### config.mk
export PLATFORM = sky130hd
export DESIGN_NAME = evc_victim_cache
export DESIGN_NICKNAME = d
export VERILOG_FILES = /design/src/rtl/vc_pkg.sv /design/src/rtl/vc_way_match.sv /design/src/rtl/vc_plru_tree.sv /design/src/rtl/evc_victim_cache.sv
export SDC_FILE = /design/constraint.sdc
export NUM_CORES = 2
export LEC_CHECK = 0
export CAP_MARGIN = 10
export CORE_UTILIZATION = 65
export DETAILED_ROUTE_END_ITERATION = 6
export DONT_BUFFER_PORTS = 1
export PLACE_DENSITY = 0.81
export SYNTH_ARGS = -nofsm -noshare
export SYNTH_HDL_FRONTEND = slang
export SYNTH_SLANG_ARGS = --single-unit
### constraint.sdc
create_clock -name clk_i -period 7.2 [get_ports clk_i]
set_clock_uncertainty 0.1 [all_clocks]
set_input_delay 1.8 -clock clk_i [delete_from_list [all_inputs] [get_ports clk_i]]
set_output_delay 1.8 -clock clk_i [all_outputs]
set_load 0.1 [all_outputs]
### src/rtl/vc_pkg.sv
package vc_pkg;
  localparam int unsigned LINE_BYTES = 64;
  localparam int unsigned OFF_W      = $clog2(LINE_BYTES);

  typedef enum logic [1:0] {
    INS_NONE,
    INS_MERGE,
    INS_FREE,
    INS_REPLACE
  } ins_act_e;
endpackage

### src/rtl/vc_way_match.sv
module vc_way_match #(
  parameter int unsigned WAYS  = 4,
  parameter int unsigned TAG_W = 8,
  localparam int unsigned WAY_W = $clog2(WAYS)
) (
  input  logic [WAYS-1:0]            valid_i,
  input  logic [WAYS-1:0][TAG_W-1:0] tags_i,
  input  logic [TAG_W-1:0]           tag_i,
  output logic [WAYS-1:0]            hit_vec_o,
  output logic                       hit_o,
  output logic [WAY_W-1:0]           way_o
);
  for (genvar w = 0; w < WAYS; w++) begin : g_cmp
    assign hit_vec_o[w] = valid_i[w] && (tags_i[w] == tag_i);
  end

  assign hit_o = |hit_vec_o;

  always_comb begin
    way_o = '0;
    for (int w = WAYS - 1; w >= 0; w--) begin
      if (hit_vec_o[w]) way_o = WAY_W'(w);
    end
  end
endmodule

### src/rtl/vc_plru_tree.sv
module vc_plru_tree #(
  parameter int unsigned WAYS = 4,
  localparam int unsigned WAY_W = $clog2(WAYS),
  localparam int unsigned NODES = WAYS - 1
) (
  input  logic [NODES-1:0] state_i,
  input  logic [WAY_W-1:0] touch_way_i,
  output logic [WAY_W-1:0] victim_o,
  output logic [NODES-1:0] state_o
);
  // walk: 0 -> lower half, 1 -> upper half
  always_comb begin
    int unsigned node;
    node     = 0;
    victim_o = '0;
    for (int l = 0; l < WAY_W; l++) begin
      victim_o = {victim_o[WAY_W-2:0], state_i[node]};
      node     = 2 * node + 1 + int'(state_i[node]);
    end
  end

  // touch: every node on the path points away from the written way
  always_comb begin
    int unsigned node;
    logic        b;
    node    = 0;
    state_o = state_i;
    for (int l = 0; l < WAY_W; l++) begin
      b             = touch_way_i[WAY_W-1-l];
      state_o[node] = ~b;
      node          = 2 * node + 1 + int'(b);
    end
  end
endmodule

### src/rtl/evc_victim_cache.sv
module evc_victim_cache
  import vc_pkg::*;
#(
  parameter int unsigned ADDR_W = 32,
  parameter int unsigned SETS   = 8,
  parameter int unsigned WAYS   = 4
) (
  input  logic              clk_i,
  input  logic              rst_ni,
  input  logic              lk_valid_i,
  input  logic [ADDR_W-1:0] lk_addr_i,
  input  logic              ins_valid_i,
  input  logic [ADDR_W-1:0] ins_addr_i,
  input  logic              ins_dirty_i,
  output logic              rsp_valid_o,
  output logic              rsp_hit_o,
  output logic [ADDR_W-1:0] rsp_addr_o,
  output logic              rsp_dirty_o,
  output logic              evict_valid_o,
  output logic [ADDR_W-1:0] evict_addr_o,
  output logic              evict_dirty_o
);
  localparam int unsigned IDX_W = $clog2(SETS);
  localparam int unsigned WAY_W = $clog2(WAYS);
  localparam int unsigned TAG_W = ADDR_W - OFF_W - IDX_W;
  localparam int unsigned NODES = WAYS - 1;
  localparam int unsigned OCC_W = $clog2(SETS * WAYS + 1);

  logic [WAYS-1:0]            valid_q [SETS];
  logic [WAYS-1:0]            dirty_q [SETS];
  logic [WAYS-1:0][TAG_W-1:0] tag_q   [SETS];
  logic [NODES-1:0]           plru_q  [SETS];

  logic [IDX_W-1:0] lk_idx, ins_idx;
  logic [TAG_W-1:0] lk_tag, ins_tag;
  assign lk_idx  = lk_addr_i[OFF_W +: IDX_W];
  assign ins_idx = ins_addr_i[OFF_W +: IDX_W];
  assign lk_tag  = lk_addr_i[ADDR_W-1 -: TAG_W];
  assign ins_tag = ins_addr_i[ADDR_W-1 -: TAG_W];

  logic unused_offsets;
  assign unused_offsets = ^{lk_addr_i[OFF_W-1:0], ins_addr_i[OFF_W-1:0]};

  logic [WAYS-1:0]  lk_hit_vec, ins_hit_vec;
  logic             lk_hit, ins_hit;
  logic [WAY_W-1:0] lk_way, ins_hit_way;

  vc_way_match #(.WAYS(WAYS), .TAG_W(TAG_W)) u_lk_match (
    .valid_i(valid_q[lk_idx]), .tags_i(tag_q[lk_idx]), .tag_i(lk_tag),
    .hit_vec_o(lk_hit_vec), .hit_o(lk_hit), .way_o(lk_way)
  );

  vc_way_match #(.WAYS(WAYS), .TAG_W(TAG_W)) u_ins_match (
    .valid_i(valid_q[ins_idx]), .tags_i(tag_q[ins_idx]), .tag_i(ins_tag),
    .hit_vec_o(ins_hit_vec), .hit_o(ins_hit), .way_o(ins_hit_way)
  );

  // same-line lookup + insert: line goes straight up, nothing stored
  logic bypass, lk_take, ins_go, same_set;
  assign bypass   = lk_valid_i && ins_valid_i &&
                    (lk_addr_i[ADDR_W-1:OFF_W] == ins_addr_i[ADDR_W-1:OFF_W]);
  assign lk_take  = lk_valid_i && lk_hit && !bypass;
  assign ins_go   = ins_valid_i && !bypass;
  assign same_set = lk_take && (lk_idx == ins_idx);

  logic [WAYS-1:0]  free_vec;
  logic             free_any;
  logic [WAY_W-1:0] free_way;
  assign free_vec = ~valid_q[ins_idx] | (same_set ? lk_hit_vec : '0);
  assign free_any = |free_vec;

  always_comb begin
    free_way = '0;
    for (int w = WAYS - 1; w >= 0; w--) begin
      if (free_vec[w]) free_way = WAY_W'(w);
    end
  end

  ins_act_e         ins_act;
  logic [WAY_W-1:0] ins_way, plru_victim;
  logic [NODES-1:0] plru_next;

  always_comb begin
    if (!ins_go)       ins_act = INS_NONE;
    else if (ins_hit)  ins_act = INS_MERGE;
    else if (free_any) ins_act = INS_FREE;
    else               ins_act = INS_REPLACE;
  end

  always_comb begin
    unique case (ins_act)
      INS_MERGE: ins_way = ins_hit_way;
      INS_FREE:  ins_way = free_way;
      default:   ins_way = plru_victim;
    endcase
  end

  vc_plru_tree #(.WAYS(WAYS)) u_plru (
    .state_i(plru_q[ins_idx]), .touch_way_i(ins_way),
    .victim_o(plru_victim), .state_o(plru_next)
  );

  always_ff @(posedge clk_i or negedge rst_ni) begin
    if (!rst_ni) begin
      for (int s = 0; s < SETS; s++) begin
        valid_q[s] <= '0;
        dirty_q[s] <= '0;
        tag_q[s]   <= '0;
        plru_q[s]  <= '0;
      end
      rsp_valid_o   <= 1'b0;
      rsp_hit_o     <= 1'b0;
      rsp_addr_o    <= '0;
      rsp_dirty_o   <= 1'b0;
      evict_valid_o <= 1'b0;
      evict_addr_o  <= '0;
      evict_dirty_o <= 1'b0;
    end else begin
      rsp_valid_o <= lk_valid_i;
      rsp_hit_o   <= lk_valid_i && (bypass || lk_hit);
      rsp_addr_o  <= {lk_addr_i[ADDR_W-1:OFF_W], OFF_W'(0)};
      rsp_dirty_o <= bypass ? ins_dirty_i : (lk_take && dirty_q[lk_idx][lk_way]);

      evict_valid_o <= (ins_act == INS_REPLACE);
      evict_addr_o  <= {tag_q[ins_idx][ins_way], ins_idx, OFF_W'(0)};
      evict_dirty_o <= dirty_q[ins_idx][ins_way];

      if (lk_take) valid_q[lk_idx][lk_way] <= 1'b0;
      if (ins_go) begin
        valid_q[ins_idx][ins_way] <= 1'b1;
        tag_q[ins_idx][ins_way]   <= ins_tag;
        dirty_q[ins_idx][ins_way] <= ins_dirty_i ||
                                     (ins_act == INS_MERGE && dirty_q[ins_idx][ins_way]);
        plru_q[ins_idx]           <= plru_next;
      end
    end
  end

  logic [OCC_W-1:0] occ;
  always_comb begin
    occ = '0;
    for (int s = 0; s < SETS; s++) occ = occ + OCC_W'($countones(valid_q[s]));
  end

  p_miss_no_alloc_r2: assert property (@(posedge clk_i) disable iff (!rst_ni)
    lk_valid_i && !lk_hit && !ins_valid_i |=> occ == $past(occ));

  p_hit_rsp_r3: assert property (@(posedge clk_i) disable iff (!rst_ni)
    lk_valid_i && lk_hit |=> rsp_valid_o && rsp_hit_o);

  p_hit_drains_r3: assert property (@(posedge clk_i) disable iff (!rst_ni)
    lk_take && !ins_valid_i |=> occ == $past(occ) - OCC_W'(1));

  p_free_no_evict_r4: assert property (@(posedge clk_i) disable iff (!rst_ni)
    ins_valid_i && !bypass && !ins_hit && !(&valid_q[ins_idx]) |=> !evict_valid_o);

  p_full_evicts_r5: assert property (@(posedge clk_i) disable iff (!rst_ni)
    ins_valid_i && !bypass && !ins_hit && (&valid_q[ins_idx]) && !same_set
    |=> evict_valid_o);

  p_bypass_r8: assert property (@(posedge clk_i) disable iff (!rst_ni)
    bypass |=> rsp_hit_o && (rsp_dirty_o == $past(ins_dirty_i)) && !evict_valid_o);

  p_vacated_r9: assert property (@(posedge clk_i) disable iff (!rst_ni)
    ins_valid_i && same_set |=> !evict_valid_o);

  p_unique_r10: assert property (@(posedge clk_i) disable iff (!rst_ni)
    $onehot0(ins_hit_vec) && $onehot0(lk_hit_vec));
endmodule

After elaboration in Yosys (flattened, before gate mapping)
Cells that the tools add are included.
W data, S select, Z words.
Storage, ports and cells
  bits in registers: 881
  input bits: 69
  word-level logic and storage cells: 195
Cells by class
  add/subtract/negate cells: 2
  magnitude comparators: 11
  eq/ne operators: 13
  mux-type cells: 69
  bitwise operators: 9
  reduce and logical (&&, ||, !) cells: 28
Operators with widths (count)
  $bwmux W736: 1
  $bmux W92 S3: 2
  $mux W92: 5
  $demux W92 S3: 1
  $eq A23 B23 Y1: 8
  $lt A32 B3 Y1 const B: 2
  $mux W32: 2
  $bmux W4 S3: 4
  $bmux W23 S2: 1
  $demux W23 S2: 1
  $mux W23: 2
  $mux W4: 11
  $and A32 B32 Y32: 1
  $bwmux W32: 1
  $ge A32 B1 Y1 const B: 1
  $not A32 Y32: 1
  $or A32 B32 Y32: 1
  $mux W2: 14
  $eq A26 B26 Y1: 1
  $bwmux W24: 1
  $demux W4 S3: 2
  $logic_and A1 B1 Y1: 22
  $reduce_or A4 Y1: 3
  $bmux W3 S3: 1
  other kinds (21): 43

Depth between registers and ports, before layout
  depth in word-level cells: 26
  depth in mapped cells: 24
  depth with buffers taken out: 13

By module
Synthesis repeated with hierarchy kept, for this count alone.
Second synthesis, totals
  cells, all modules: 3704
  area total of the unflattened synthesis: 45069.5 µm²
Modules (own cells, without submodules)
  evc_victim_cache: times used 1, cells an instance 3431, area each 42903.6 µm², seq. area each 22046.1 µm²
  vc_way_match: times used 2, cells an instance 133, area each 1059.8 µm², seq. area each 0.0 µm²
  vc_plru_tree: times used 1, cells an instance 7, area each 46.3 µm², seq. area each 0.0 µm²

Worst setup path before layout
Ideal clock, no wire load.
  kind: input port to flip-flop
  from: input ins_addr_i[6]
  to: register tag_q[557] (netlist name)
  library setup time: 0.128 ns
  arrival time: 5.883 ns
  slack: 1.089 ns
  cell stages on the path: 21
  buffers on the path: 8
  cells stage by stage: buf_4 -> buf_6 -> buf_4 -> buf_2 -> buf_2 -> mux2i_1 -> o2bb2ai_1 -> a221oi_1 -> xnor2_1 -> nor2_1 -> o2111a_1 -> a2111oi_0 -> nand2_1 -> nor3_1 -> a211oi_4 -> or2_1 -> buf_4 -> buf_6 -> nor2_4 -> buf_6 -> mux2_1
Between the ends
  word-level cells in the longest chain between the ends: 20
Ends and longest elaborated chain
  start: declaration: line evc_victim_cache.sv:13  | input logic [ADDR_W-1:0] ins_addr_i,
  branches (longest 20 deep; another with $lt A2 B3 Y1)
  end signal: indexed assignment: line evc_victim_cache.sv:131  | tag_q[ins_idx][ins_way] <= ins_tag;
  end: declaration: line evc_victim_cache.sv:31  | logic [WAYS-1:0][TAG_W-1:0] tag_q [SETS];
Parallel ways; which one is timed is not known. The select of a mux whose other input is x is not followed.
A chain may end at the register's enable or synchronous reset.

Final worst setup path
  from: input lk_addr_i[8]
  to: register evict_addr_o[11]
Between the ends
  word-level cells in the longest chain between the ends: 20
Ends and longest elaborated chain
  start: declaration: line evc_victim_cache.sv:11  | input logic [ADDR_W-1:0] lk_addr_i,
  $not A3 Y4 (implied by the code): line evc_victim_cache.sv:49  | .valid_i(valid_q[lk_idx]), .tags_i(tag_q[lk_idx]), .tag_i(lk_tag),
  $bmux W92 S3: line evc_victim_cache.sv:49
  $mux W92 (implied by the code) (2 in a row): line evc_victim_cache.sv:49
  $eq A23 B23 Y1: line vc_way_match.sv:14  | assign hit_vec_o[w] = valid_i[w] && (tags_i[w] == tag_i);
  $logic_and A1 B1 Y1: line vc_way_match.sv:14
  $reduce_or A4 Y1: line vc_way_match.sv:17  | assign hit_o = |hit_vec_o;
  $logic_and A1 B1 Y1 (2 in a row): line evc_victim_cache.sv:62  | assign lk_take = lk_valid_i && lk_hit && !bypass;
  $logic_and A1 B1 Y1: line evc_victim_cache.sv:64  | assign same_set = lk_take && (lk_idx == ins_idx);
  [2 not listed]
  $reduce_or A4 Y1: line evc_victim_cache.sv:70  | assign free_any = |free_vec;
  $mux W1: line evc_victim_cache.sv:86  | else if (free_any) ins_act = INS_FREE;
  $mux W2: line evc_victim_cache.sv:85  | else if (ins_hit) ins_act = INS_MERGE;
  $mux W2: line evc_victim_cache.sv:84  | if (!ins_go) ins_act = INS_NONE;
  $eq A2 B2 Y1 / $eq A2 B1 Y1 (equally long branches): line evc_victim_cache.sv:91  | unique case (ins_act)
  $pmux W2 S2 (*): line evc_victim_cache.sv:91
  $bmux W23 S2 (*): line evc_victim_cache.sv:125  | evict_addr_o <= {tag_q[ins_idx][ins_way], ins_idx, OFF_W'(0)};
  $mux W23 (implied by the code) (*): line evc_victim_cache.sv:125
  end signal: assignment: line evc_victim_cache.sv:125
  end: declaration: line evc_victim_cache.sv:20  | output logic [ADDR_W-1:0] evict_addr_o,
Every way passes the cells marked *; elsewhere a longest branch is shown, timed or not. The select of a mux whose other input is x is not followed.

==> out/results.ini <==
[clock_network]
cts_buffers=93
clkTransAtPathRegs_ns=0.06
cts_setup_buffers=0
cts_sinks=881
clockBufferDepth=3
htree_levels=3
cts_tree=built
cts_hold_buffers=0
worstSkewPairLatency_ns=0.71
root_buffer=clkbuf_16
post_cts_resized=0

[pwr]
p_leak_uw=0.0243
vdd_drop_max_uv=242
power.density_mw_per_mm2=390

[routing]
final_antenna_net_count=0
routed_wl_mm=189
vias=40400
wl_per_cell_microns=35.8
drtIter0Drc=7265
firstDrtPassIters=7
drc=6
viasPerCell=7.67

[cells_and_area]
fin_nets=4226
layout-drive-gt1-share=0.310
final_common_cell=dfrtp_1
fillers=5105
syn_to_final_growth_pct=10.1
layout_common_cells=dfrtp_1, mux2_2, mux2i_1
fin_area_sq_mm=0.0551

[global_route]
grt_overflow=0
grt_start_max_net_pins=882
grt_pass1_wl_mm=271
antenna_found_initial=14
grt_usage=0.484
grt_pass1_vias=39300

[synthesis]
synth-seq-cells=881
syn-cell-area_sq_mm=0.0501
synth_warnings=0
avgSynthCellArea_sq_um=11.8
syn_inst=4239
synthFlopType=dfrtp_1
seq_area_frac_synth=0.440
ys_types=88
ys_async_sr_fraction=1.00
synth_edf_count=0

[die]
ios=138
fp.coreArea_sq_mm=0.0761
die_y_microns=280
placementRows=101
initial_utilization=0.658
fp.dieW_microns=280
floorplan.die_area_sq_mm=0.0782

[sta]
timing.hold.ws_ns=0.388
worst_pin_slew_ns=4.17
final-setup-viol-count=316
slew_violations=839
period_share=1.02
setup_slack_ns=-0.143
min_period_ns=7.34
grt_setup_unrepaired=false
fmaxAchievable_mhz=136
slew_headroom=-1.78
finalHoldViolations=0

[run]
drv_cap=0

[placed_design]
port_buffers=0
place_area_sq_mm=0.0519
dp_hpwl_mm=121
gp_congestion=1.08

[min_path]
min_path_type=reg2reg

[worst_setup_path]
end_kind=flop
crit_path_start_kind=input pin
crit_fanout=312
arrival_ns=7.68
path_class=in2reg
crit_required_ns=7.54

[run_status]
status=finished, violations left
violations=design-rule violations, max-slew violations, negative setup slack

==> cells in the mapped netlist, drive strengths merged (47+ instances only) <==
cell,count,area (sq um)
nand2,251,942
clkbuf,169,636
a21oi,88,440
mux2i,376,3770
nor3,47,235
dfrtp,881,22000
o22ai,80,500
mux4,123,2770
mux2,815,9180
xnor2,88,771
a22oi,112,841
o21ai,183,916
buf,256,1560
nand3,50,250
nor2,74,377
==> registers in the layout, summed over array words and instances (netlist names) <==
signal / flops
dirty_q: 32
evict_addr_o: 26
evict_dirty_o: 1
evict_valid_o: 1
plru_q: 24
rsp_addr_o: 26
rsp_dirty_o: 1
rsp_hit_o: 1
rsp_valid_o: 1
tag_q: 736
valid_q: 32
==> path summary, 6_finish.rpt <==
check                                        from                    endpoint  slack, ns  depth (start not counted)
max in group asynchronous                  rst_ni      tag_q[187]$_DFFE_PN0P_       3.04                          0
max                                  lk_addr_i[8]  evict_addr_o[11]$_DFF_PN0_      -0.14                         14
min                         plru_q[8]$_DFFE_PN0P_       plru_q[8]$_DFFE_PN0P_       0.39                          2
min reg2reg                 plru_q[8]$_DFFE_PN0P_       plru_q[8]$_DFFE_PN0P_       0.39                          2
min in group asynchronous                  rst_ni    rsp_addr_o[27]$_DFF_PN0_       0.69                          0
max reg2reg                tag_q[621]$_DFFE_PN0P_  evict_addr_o[11]$_DFF_PN0_       1.70                         16
==> area by class of cell <==
class	count	area [sq um]	area share
well taps	1030	1290	0.0234
multi-input cells	2908	25800	0.469
inverters	36	136	0.00247
repair buffers	237	2570	0.0466
clock buffers	136	2730	0.0495
flip-flops and latches	881	22000	0.400
clock inverters	31	485	0.00881
diodes	9	22.5	0.000409
==> where the power goes <==
| group | total (uW) | internal, uW | leakage [uW] | switching [uW] |
|---|---|---|---|---|
| Clock | 5110 | 2990 | 0.00158 | 2120 |
| Sequential | 9390 | 7120 | 0.0111 | 2270 |
| Combinational | 7000 | 3640 | 0.0116 | 3360 |
==> worst max-delay path, cell delays in order <==
cell	delay (ns)
nand2b_1	1.35
o22ai_1	0.13
a221oi_1	0.30
xnor2_1	0.25
nand4_1	0.26
or4_1	0.76
a21oi_1	0.22
or3_1	0.12
a21o_1	0.16
and2_4	0.32
buf_4	0.30
nand2_1	0.10
o311ai_0	0.27
o21ai_0	0.47
==> logic make-up (layout without fill, tap and decap cells) <==
kind of cell              Yosys count  count (layout)  synth area share
and+or+nand+nor                   736             736            0.0801
muxes                            1314            1314             0.314
buffers and inverters             461             440            0.0464
DFF                               881             881             0.440
xor gates and xnor gates          127             127            0.0222
other                               1              21         0.0000749
AOI/OAI and AO/OA                 719             719            0.0972
==> per-layer routing <==
metal / global-route usage / routed length [microns] / vias up
li1: - / - / 15700
met1: 0.601 / 64800 / 20200
met2: 0.661 / 76300 / 3486
met3: 0.204 / 28900 / 1052
met4: 0.385 / 18600 / 14
met5: 0.00813 / 148 / -
==> metrics by stage <==
step	instances	setup slack, ns	setup TNS [ns]	total power, uW	utilization
6_report	5268	-0.143	-7.72	21500	0.725
5_1_grt	5260	0.746	0	22200	0.724
4_1_cts	5259	1.15	0	21100	0.724
3_5_place_dp	5092	0.475	0	16000	0.682
3_3_place_gp	5092	0.490	0	15600	0.682
2_1_floorplan	4250	1.09	0	13800	-
Power figures use the tool's default switching activity.
